$ cat src/rtl/rxbp_pkg.sv
package rxbp_pkg;

  // Bytes consumed per host-width word.
  function automatic logic [2:0] step_of(input logic m16);
    return m16 ? 3'd2 : 3'd4;
  endfunction

endpackage

$ cat src/rtl/rxbp_ram.sv
module rxbp_ram #(
  parameter int ADDR_W = 6,
  parameter int DATA_W = 32
) (
  input  logic              clk,
  input  logic              we,
  input  logic [ADDR_W-1:0] waddr,
  input  logic [DATA_W-1:0] wdata,
  input  logic [ADDR_W-1:0] raddr,
  output logic [DATA_W-1:0] rdata
);
  localparam int DEPTH = 1 << ADDR_W;

  logic [DATA_W-1:0] mem [DEPTH];

  always_ff @(posedge clk) begin
    if (we) mem[waddr] <= wdata;
    rdata <= mem[raddr];
  end
endmodule

$ cat src/rtl/rxbp_fetch.sv
module rxbp_fetch
  import rxbp_pkg::*;
#(
  parameter int RING_AW = 8,
  parameter int CNT_W   = 12
) (
  input  logic               clk,
  input  logic               rst,
  input  logic               mode16,
  input  logic               restart,
  input  logic [RING_AW-1:0] start_ptr,
  input  logic [CNT_W-1:0]   start_bytes,
  input  logic               room_ok,
  input  logic [31:0]        ram_rdata,
  output logic [RING_AW-3:0] ram_raddr,
  output logic               pend,
  output logic               push,
  output logic [31:0]        push_data
);
  logic [RING_AW-1:0] fptr;
  logic [CNT_W-1:0]   fleft;
  logic               half_q;
  logic               issue;
  logic [2:0]         step;

  assign step      = step_of(mode16);
  assign issue     = !restart && (fleft != '0) && room_ok;
  assign ram_raddr = fptr[RING_AW-1:2];

  always_ff @(posedge clk) begin
    if (rst) begin
      fptr   <= '0;
      fleft  <= '0;
      pend   <= 1'b0;
      half_q <= 1'b0;
    end else if (restart) begin
      fptr   <= start_ptr;
      fleft  <= start_bytes;
      pend   <= 1'b0;
    end else begin
      pend <= issue;
      if (issue) begin
        half_q <= fptr[1];
        fptr   <= fptr + RING_AW'(step);
        fleft  <= (fleft > CNT_W'(step)) ? fleft - CNT_W'(step) : '0;
      end
    end
  end

  // A read in flight when a restart lands is dropped.
  assign push = pend && !restart;

  always_comb begin
    if (mode16)
      push_data = {16'h0000, half_q ? ram_rdata[31:16] : ram_rdata[15:0]};
    else
      push_data = ram_rdata;
  end
endmodule

$ cat src/rtl/rxbp_fifo.sv
module rxbp_fifo #(
  parameter int DEPTH = 8,
  parameter int CNT_W = 4
) (
  input  logic             clk,
  input  logic             rst,
  input  logic             flush,
  input  logic             push,
  input  logic [31:0]      wdata,
  input  logic             pop,
  output logic [31:0]      head,
  output logic [CNT_W-1:0] count
);
  localparam int PTR_W = $clog2(DEPTH);

  logic [31:0]      mem [DEPTH];
  logic [PTR_W-1:0] wp;
  logic [PTR_W-1:0] rp;

  always_ff @(posedge clk) begin
    if (push && !flush) mem[wp] <= wdata;
  end

  always_ff @(posedge clk) begin
    if (rst || flush) begin
      wp    <= '0;
      rp    <= '0;
      count <= '0;
    end else begin
      if (push) wp <= wp + 1'b1;
      if (pop)  rp <= rp + 1'b1;
      case ({push, pop})
        2'b10:   count <= count + 1'b1;
        2'b01:   count <= count - 1'b1;
        default: count <= count;
      endcase
    end
  end

  assign head = mem[rp];
endmodule

$ cat src/rtl/rxbp_burst.sv
module rxbp_burst
  import rxbp_pkg::*;
#(
  parameter int RING_AW   = 8,
  parameter int CNT_W     = 12,
  parameter int BURST_LEN = 4,
  parameter int FCNT_W    = 4
) (
  input  logic               clk,
  input  logic               rst,
  input  logic               mode16,
  input  logic               restart,
  input  logic               load_en,
  input  logic [RING_AW-1:0] load_ptr,
  input  logic [CNT_W-1:0]   load_bytes,
  input  logic               ack,
  input  logic [FCNT_W-1:0]  fifo_cnt,
  input  logic [31:0]        head,
  output logic               pop,
  output logic               req,
  output logic [$clog2(BURST_LEN)-1:0] idx,
  output logic               beat_valid,
  output logic [31:0]        beat_data,
  output logic [RING_AW-1:0] hptr,
  output logic [CNT_W-1:0]   hcnt
);
  localparam int IDX_W = $clog2(BURST_LEN);
  localparam logic [IDX_W-1:0] LAST = IDX_W'(BURST_LEN - 1);

  logic [2:0] step;

  assign step = step_of(mode16);
  assign pop  = ack && req && !restart;

  always_ff @(posedge clk) begin
    if (rst) begin
      req        <= 1'b0;
      idx        <= '0;
      beat_valid <= 1'b0;
      beat_data  <= '0;
      hptr       <= '0;
      hcnt       <= '0;
    end else if (restart) begin
      req        <= 1'b0;
      idx        <= '0;
      beat_valid <= 1'b0;
      if (load_en) begin
        hptr <= load_ptr;
        hcnt <= load_bytes;
      end
    end else begin
      beat_valid <= pop;
      if (pop) begin
        beat_data <= head;
        hptr      <= hptr + RING_AW'(step);
        hcnt      <= (hcnt > CNT_W'(step)) ? hcnt - CNT_W'(step) : '0;
        idx       <= (idx == LAST) ? '0 : idx + 1'b1;
        if (idx == LAST) req <= 1'b0;
      end else if (!req && fifo_cnt >= FCNT_W'(BURST_LEN)) begin
        req <= 1'b1;
      end
    end
  end
endmodule

$ cat src/rtl/rx_burst_port.sv
module rx_burst_port #(
  parameter int RING_AW    = 8,
  parameter int CNT_W      = 12,
  parameter int FIFO_DEPTH = 8,
  parameter int BURST_LEN  = 4
) (
  input  logic               clk,
  input  logic               rst,
  input  logic               mode16,
  input  logic               load_en,
  input  logic [RING_AW-1:0] load_ptr,
  input  logic [CNT_W-1:0]   load_bytes,
  input  logic               fill_we,
  input  logic [RING_AW-3:0] fill_addr,
  input  logic [31:0]        fill_data,
  input  logic               burst_ack,
  output logic               burst_req,
  output logic               beat_valid,
  output logic [31:0]        beat_data,
  output logic [RING_AW-1:0] rd_ptr,
  output logic [CNT_W-1:0]   rem_bytes
);
  localparam int WORD_AW = RING_AW - 2;
  localparam int FCNT_W  = $clog2(FIFO_DEPTH + 1);
  localparam int IDX_W   = $clog2(BURST_LEN);

  logic               mode_q;
  logic               mode_chg;
  logic               restart;
  logic [RING_AW-1:0] start_ptr;
  logic [CNT_W-1:0]   start_bytes;
  logic [WORD_AW-1:0] ram_raddr;
  logic [31:0]        ram_rdata;
  logic               pend;
  logic               push;
  logic [31:0]        push_data;
  logic               pop;
  logic [31:0]        head;
  logic [FCNT_W-1:0]  fifo_cnt;
  logic               room_ok;
  logic [IDX_W-1:0]   burst_idx;

  always_ff @(posedge clk) begin
    if (rst) mode_q <= 1'b0;
    else     mode_q <= mode16;
  end

  assign mode_chg    = (mode16 != mode_q);
  assign restart     = load_en || mode_chg;
  assign start_ptr   = load_en ? load_ptr   : rd_ptr;
  assign start_bytes = load_en ? load_bytes : rem_bytes;
  assign room_ok     = ({1'b0, fifo_cnt} + {{FCNT_W{1'b0}}, pend})
                       < (FCNT_W + 1)'(FIFO_DEPTH);

  rxbp_ram #(.ADDR_W(WORD_AW), .DATA_W(32)) ram_i (
    .clk   (clk),
    .we    (fill_we),
    .waddr (fill_addr),
    .wdata (fill_data),
    .raddr (ram_raddr),
    .rdata (ram_rdata)
  );

  rxbp_fetch #(.RING_AW(RING_AW), .CNT_W(CNT_W)) fetch_i (
    .clk         (clk),
    .rst         (rst),
    .mode16      (mode_q),
    .restart     (restart),
    .start_ptr   (start_ptr),
    .start_bytes (start_bytes),
    .room_ok     (room_ok),
    .ram_rdata   (ram_rdata),
    .ram_raddr   (ram_raddr),
    .pend        (pend),
    .push        (push),
    .push_data   (push_data)
  );

  rxbp_fifo #(.DEPTH(FIFO_DEPTH), .CNT_W(FCNT_W)) fifo_i (
    .clk   (clk),
    .rst   (rst),
    .flush (restart),
    .push  (push),
    .wdata (push_data),
    .pop   (pop),
    .head  (head),
    .count (fifo_cnt)
  );

  rxbp_burst #(
    .RING_AW(RING_AW), .CNT_W(CNT_W),
    .BURST_LEN(BURST_LEN), .FCNT_W(FCNT_W)
  ) burst_i (
    .clk        (clk),
    .rst        (rst),
    .mode16     (mode_q),
    .restart    (restart),
    .load_en    (load_en),
    .load_ptr   (load_ptr),
    .load_bytes (load_bytes),
    .ack        (burst_ack),
    .fifo_cnt   (fifo_cnt),
    .head       (head),
    .pop        (pop),
    .req        (burst_req),
    .idx        (burst_idx),
    .beat_valid (beat_valid),
    .beat_data  (beat_data),
    .hptr       (rd_ptr),
    .hcnt       (rem_bytes)
  );
endmodule

$ cat config.mk
export PLATFORM = sky130hd
export DESIGN_NAME = rx_burst_port
export DESIGN_NICKNAME = d
export VERILOG_FILES = /design/src/rtl/rxbp_pkg.sv /design/src/rtl/rxbp_ram.sv /design/src/rtl/rxbp_fetch.sv /design/src/rtl/rxbp_fifo.sv /design/src/rtl/rxbp_burst.sv /design/src/rtl/rx_burst_port.sv
export SDC_FILE = /design/constraint.sdc
export NUM_CORES = 2
export LEC_CHECK = 0
export BUFFER_PORTS_ARGS = -buffer_cell sky130_fd_sc_hd__buf_2
export CORE_ASPECT_RATIO = 0.75
export CORE_MARGIN = 3
export CORE_UTILIZATION = 56
export DETAILED_ROUTE_END_ITERATION = 8
export GPL_ROUTABILITY_DRIVEN = 0
export PLACE_DENSITY = 0.8
export SYNTH_ARGS = -nofsm -noshare
export SYNTH_HDL_FRONTEND = slang
export SYNTH_SLANG_ARGS = --single-unit
$ cat constraint.sdc
create_clock -name clk -period 5.3 [get_ports clk]
set_input_delay 1.06 -clock clk [delete_from_list [all_inputs] [get_ports clk]]
set_output_delay 1.06 -clock clk [all_outputs]
set_load 0.01 [all_outputs]
Word-level counts from Yosys, hierarchy flattened
Memory sizes are Yosys's and may differ from the RTL's. A register that Yosys moved wholly into a read port is not among the register bits. Index checks and enable logic that the tools add are counted.

Register bits after elaboration: 57. Memory bits (writable): 2304. Input bits: 64. Output and inout bits: 54. Word-level logic and storage cells: 79. Memories: 2.

Memories: ram_i.mem (words 64, bits a word 32, rd ports 1, clocked after memory_dff 1, wr ports 1, line rxbp_ram.sv:14) `logic [DATA_W-1:0] mem [DEPTH];`; fifo_i.mem (words 8, bits a word 32, rd ports 1, clocked after memory_dff 1, wr ports 1, line rxbp_fifo.sv:16) `logic [31:0] mem [DEPTH];`.

Add/subtract/negate cells: 10. Order comparisons: 4. Equality and inequality tests: 5. Multiplexer cells: 24. Bitwise operators: 1. Reduce and logical (&&, ||, !) cells: 20.

Operator list (count): 2-to-1 mux 12 bit (7); 2-to-1 mux 8 bit (5); 2-to-1 mux 32 bit (1); greater-than comparator 12 x 3 -> 1 bit (2); subtractor 12 x 3 -> 12 bit (2); adder 8 x 3 -> 8 bit (2); 2-to-1 mux 16 bit (1); nonzero test 12 bit (1); one-hot mux 4 bit (2 select lines) (1); nonzero test 2 bit (4); logical AND 1 bit (7); 2-to-1 mux 1 bit (7); adder 3 x 1 -> 3 bit (second input constant) (2); AND reduction 2 bit (3); adder 4 x 1 -> 5 bit (1); less-than comparator 5 x 4 -> 1 bit (second input constant) (1); adder 4 x 1 -> 4 bit (second input constant) (1); == test 2 bit (second input constant) (2); >= comparator 4 x 3 -> 1 bit (second input constant) (1); subtractor 4 x 1 -> 4 bit (second input constant) (1); 2-to-1 mux 3 bit (1); adder 2 x 1 -> 2 bit (second input constant) (1); == test 2 x 1 -> 1 bit (second input constant) (1); zero test 1 bit (2); 6 further kinds (7).

Longest topological paths before layout
Word-level depth: 7. Mapped depth: 13. Mapped depth without buffers: 10.

Hierarchy
A second synthesis with hierarchy kept.

Cell total of the unflattened synthesis: 4318. Area total of the unflattened synthesis: 93508.4 um2.

By module, submodules not included: rxbp_ram (times used 1, cells each 3324, area an instance 78515.3 um2); rxbp_fifo (times used 1, cells each 442, area an instance 10392.5 um2); rxbp_burst (times used 1, cells each 326, area an instance 2601.2 um2); rxbp_fetch (times used 1, cells each 199, area an instance 1630.3 um2); rx_burst_port (times used 1, cells each 27, area an instance 369.1 um2).

Worst setup path before layout
OpenSTA, ideal clock, no wires.

Kind: input to register. From: input port mode16. To: memory fifo_i.mem[2][0], enable pin. Data arrival time: 5.120 ns. Slack: -0.333 ns. Cell stages on the path: 4. Path through: xor2_1 > nor2_1 > nand2_1 > nor4b_1.

Cells in the longest elaborated chain, start to end: 7.

Ends and longest elaborated chain: from (decl) (line rx_burst_port.sv:9) `input logic mode16,`; inequality test 1 bit * (line rx_burst_port.sv:48) `assign mode_chg = (mode16 != mode_q);`; logical OR 1 bit * (line rx_burst_port.sv:49) `assign restart = load_en || mode_chg;`; zero test 1 bit * (line rxbp_fetch.sv:51, rxbp_fifo.sv:21); logical AND 1 bit (line rxbp_fetch.sv:51) `assign push = pend && !restart;`; logical AND 1 bit * (line rxbp_fifo.sv:21) `if (push && !flush) mem[wp] <= wdata;`; 2-to-1 mux 1 bit * (line rxbp_fifo.sv:21); 2-to-1 mux 1 bit (not written as such) * (line rxbp_fifo.sv:21); to (decl) (line rxbp_fifo.sv:16).

Mark *: on every way between the ends. The rest lies on a longest branch, timed or not.

==> impl_metrics.toml <==
[detailed_routing]
drtAntennaViolNets = 0
post-route-drc-count = 2
drtPass1Iterations = 9
post_drt_wl_per_cell_um = 36.0
drtIter0Drc = 9406
vias = 50102
vias_per_cell = 7.04
drt-total-wl_mm = 256

[clock_tree]
htree_levels = 4
cts-root-buf = "clkbuf_16"
hold_buffers = 0
clock_sinks = 2424
cts_setup_buffers = 0
clk_path_buf_depth = 3
cts_tree = "built"
clk_pin_slew_ns = 0.07
clk-insertion-delay-late_ns = 0.84
cts_resized = 0
cts_buffers = 201

[yosys]
synth_edf_count = 2304
yosysUniqueCellTypes = 65
synthesis.nets = 4544
synth_area_sq_mm = 0.0928
ys_seq_elements = 2424
seq_area_frac_synth_pct = 77.1
ys.warnings.count = 0
postSynth.asyncResetShare_pct = 0
postSynthAreaPerCell_sq_um = 20.8
syn_inst = 4462
yosys_most_used_dff = "edfxtp_1"

[status]
violations = "design-rule violations"
status = "finished with violations"

[setup_path]
worstPathCellList = "inv_2 > nor2_4 > buf_4 > a22o_1 > a211oi_1 > a21oi_1 > a22o_1"
cp_data_arrival_time_ns = 5.08
cpPeakStageDelay_ns = 0.96
crit_path_max_fanout = 40
slowest_stage = "nor2_4"
crit_type = "flop to flop"
crit_required_ns = 6.03
end_kind = "flop"
startpoint_type = "flop"
cp_common_cell = "a22o_1"

[cells_and_area]
finish.utilization_pct = 63.4
drive_gt1_share_pct = 24.5
nets = 4804
area_growth_pct = 11.7

[placement]
portBuffers = 117
dp_slack_ns = 0.959
hpwlAfterDp_mm = 148

[global_route]
grt_usage_pct = 29.9
grt_max_degree = 102
grt_antenna_before_repair = 33
first_global_vias = 48271
grt_pass1_wl_mm = 362
grt_overflow = 0

[timing]
fin_worst_skew_ns = 0.0244
timing.final.max_slew_violations = 0
hold_ws_ns = 0.468
fin_setup_tns_ns = 0
rsz0062_at_grt = "false"
fin_crit_sh_pct = 82.0
worstMarginPinSlew_ns = 1.35
setup_viol = 0
setup_ws_ns = 0.955
period_needed_ns = 4.35
slew_headroom_pct = 9.37
final_hold_viol_count = 0
max_freq_mhz = 230

[floorplan]
rows = 128
start_util_pct = 56.8
fp.coreArea_sq_mm = 0.164
io_pins = 118
die_h_um = 359
die_w_um = 476
die-area_sq_mm = 0.171

[pwr]
pwr-share-comb_pct = 7.2
p_switching_mw = 8.85
seqPwrFrac_pct = 54.7
peakVddDrop_uv = 504
pwr-share-clk_pct = 38.1
p_leak_nw = 32.0
power_density_mw_per_mm2 = 378
finalPower_mw = 39.2
switching_share_pct = 22.6
p_int_mw = 30.3

[worst_hold_path]
hold_path_class = "flop to flop"

[run]
maxCapViolations = 0
==> Yosys cell counts (5+ instances only) <==
library cell,count,area [sq um]
a2111oi_0,16,140
a211oi_1,66,495
a21oi_1,114,571
a221o_1,5,50.1
a222oi_1,9,90.1
a22o_1,31,272
a22oi_1,63,473
a31oi_1,13,81.3
a32oi_1,8,70.1
a41oi_1,5,43.8
and2_1,5,31.3
and3_1,9,56.3
buf_1,22,82.6
buf_2,66,330
buf_4,31,233
buf_6,14,158
clkbuf_1,122,458
dfxtp_1,120,2400
edfxtp_1,2304,69200
ha_1,14,175
inv_1,15,56.3
mux2_2,24,270
mux2i_1,273,2730
mux4_2,483,10900
nand2_1,127,477
nand2b_1,8,50.1
nand3_1,23,115
nand3b_1,5,37.5
nor2_1,144,541
nor2b_1,29,181
nor3_1,27,135
nor4_1,11,68.8
o211ai_1,7,52.6
o21ai_0,47,235
o221ai_1,58,508
o22ai_1,61,382
or3_1,15,93.8
xnor2_1,9,78.8
xor2_1,10,87.6
==> power groups by stage <==
stage          Clock [mW]  Sequential [mW]  Combinational [mW]
2_1_floorplan           0             21.7                1.51
3_3_place_gp            0             21.8                2.63
3_5_place_dp            0             21.8                2.70
4_1_cts              15.0             21.4                2.74
5_1_grt              15.7             21.4                2.91
6_report             14.9             21.4                2.83
==> layer usage <==
layer	vias up	GRT usage, %	share of wire [%]
li1	19181	-	-
met1	25608	42.0	35
met2	4720	43.6	44
met3	585	11.0	17
met4	8	10.8	3.9
met5	-	0	0.022
==> layout by cell type, fill, tap and decap left out, types with 9 or more instances in the layout <==
master	synthesis	final
a31oi_1	13	13
a222oi_1	9	9
a22o_1	31	31
mux2_2	24	24
a2111oi_1	0	9
or3_1	15	15
nor3_1	27	23
clkbuf_1	122	50
bufinv_16	0	18
buf_2	66	114
mux2i_1	273	273
nand3_1	23	22
dfxtp_1	120	111
clkbuf_8	0	10
clkinv_1	1	43
buf_12	0	14
clkbuf_16	0	207
a21oi_1	114	114
o21ai_0	47	47
and3_1	9	9
diode_2	0	20
a211oi_1	66	66
mux4_2	483	483
buf_4	31	178
o22ai_1	61	61
edfxtp_1	2304	2304
ha_1	14	14
nor2_1	144	76
nor2b_1	29	28
o221ai_1	58	58
nor2_4	0	66
clkinv_2	0	27
xnor2_1	9	9
inv_1	15	13
xor2_1	10	10
nand2_1	127	127
nor4_1	11	9
a22oi_1	63	63
==> critical path: cells and delay by family, from the launching register on <==
kind                   cells  cell delay [ns]
flip-flops                 1             0.87
AO/OA/AOI/OAI              4             1.30
AND/OR/NAND/NOR            1             0.96
buffers and inverters      2             1.04
==> through the flow <==
step	cells	area [sq um]
2_1_floorplan	4462	92800
3_3_place_gp	6722	97200
3_5_place_dp	6725	97200
4_1_cts	7095	104000
5_1_grt	7103	104000
6_report	7119	104000
==> state kept, by name (all words and copies together), names as in the netlist <==
register            flops
burst_i.beat_data      32
burst_i.beat_valid      1
burst_i.hcnt           12
burst_i.hptr            8
burst_i.idx             2
burst_i.req             1
fetch_i.fleft          12
fetch_i.fptr            7
fetch_i.half_q          1
fetch_i.pend            1
fifo_i.count            4
fifo_i.mem            256
fifo_i.rp               3
fifo_i.wp               3
mode_q                  1
ram_i.mem            2048
ram_i.rdata            32
==> path summary, 6_finish.rpt <==
check	from	endpoint	slack [ns]	depth (start not counted)
worst max-delay path	fetch_i.fptr[4]	ram_i.rdata[28]	0.95	7
worst min-delay path	burst_i.idx[1]	burst_i.idx[1]	0.47	2
worst max register to register	fetch_i.fptr[4]	ram_i.rdata[28]	0.95	7
worst min register to register	burst_i.idx[1]	burst_i.idx[1]	0.47	2
==> cells by family (layout without fill, tap and decap cells) <==
| group | after synthesis | count (layout) | share of synthesized area, % |
|---|---|---|---|
| AOI/OAI and AO/OA | 530 | 530 | 3.98 |
| xor gates and xnor gates | 19 | 19 | 0.179 |
| adders and majority gates | 18 | 18 | 0.275 |
| buffers and inverters | 272 | 699 | 1.43 |
| DFF | 2424 | 2424 | 77.1 |
| muxes | 780 | 780 | 15.0 |
| other | 0 | 20 | 0 |
| and+or+nand+nor | 419 | 419 | 2.07 |
==> cell type report <==
cell class	instances	area, sq um
sequential	2424	71600
fill	10179	59800
multi-input combinational	1766	20500
clock buffer	267	5510
tap	2210	2770
timing repair buffer	312	2230
clock inverter	103	972
inverter	17	63.8
antenna	20	50.0
No activity file was read; power rests on OpenSTA's default activity.
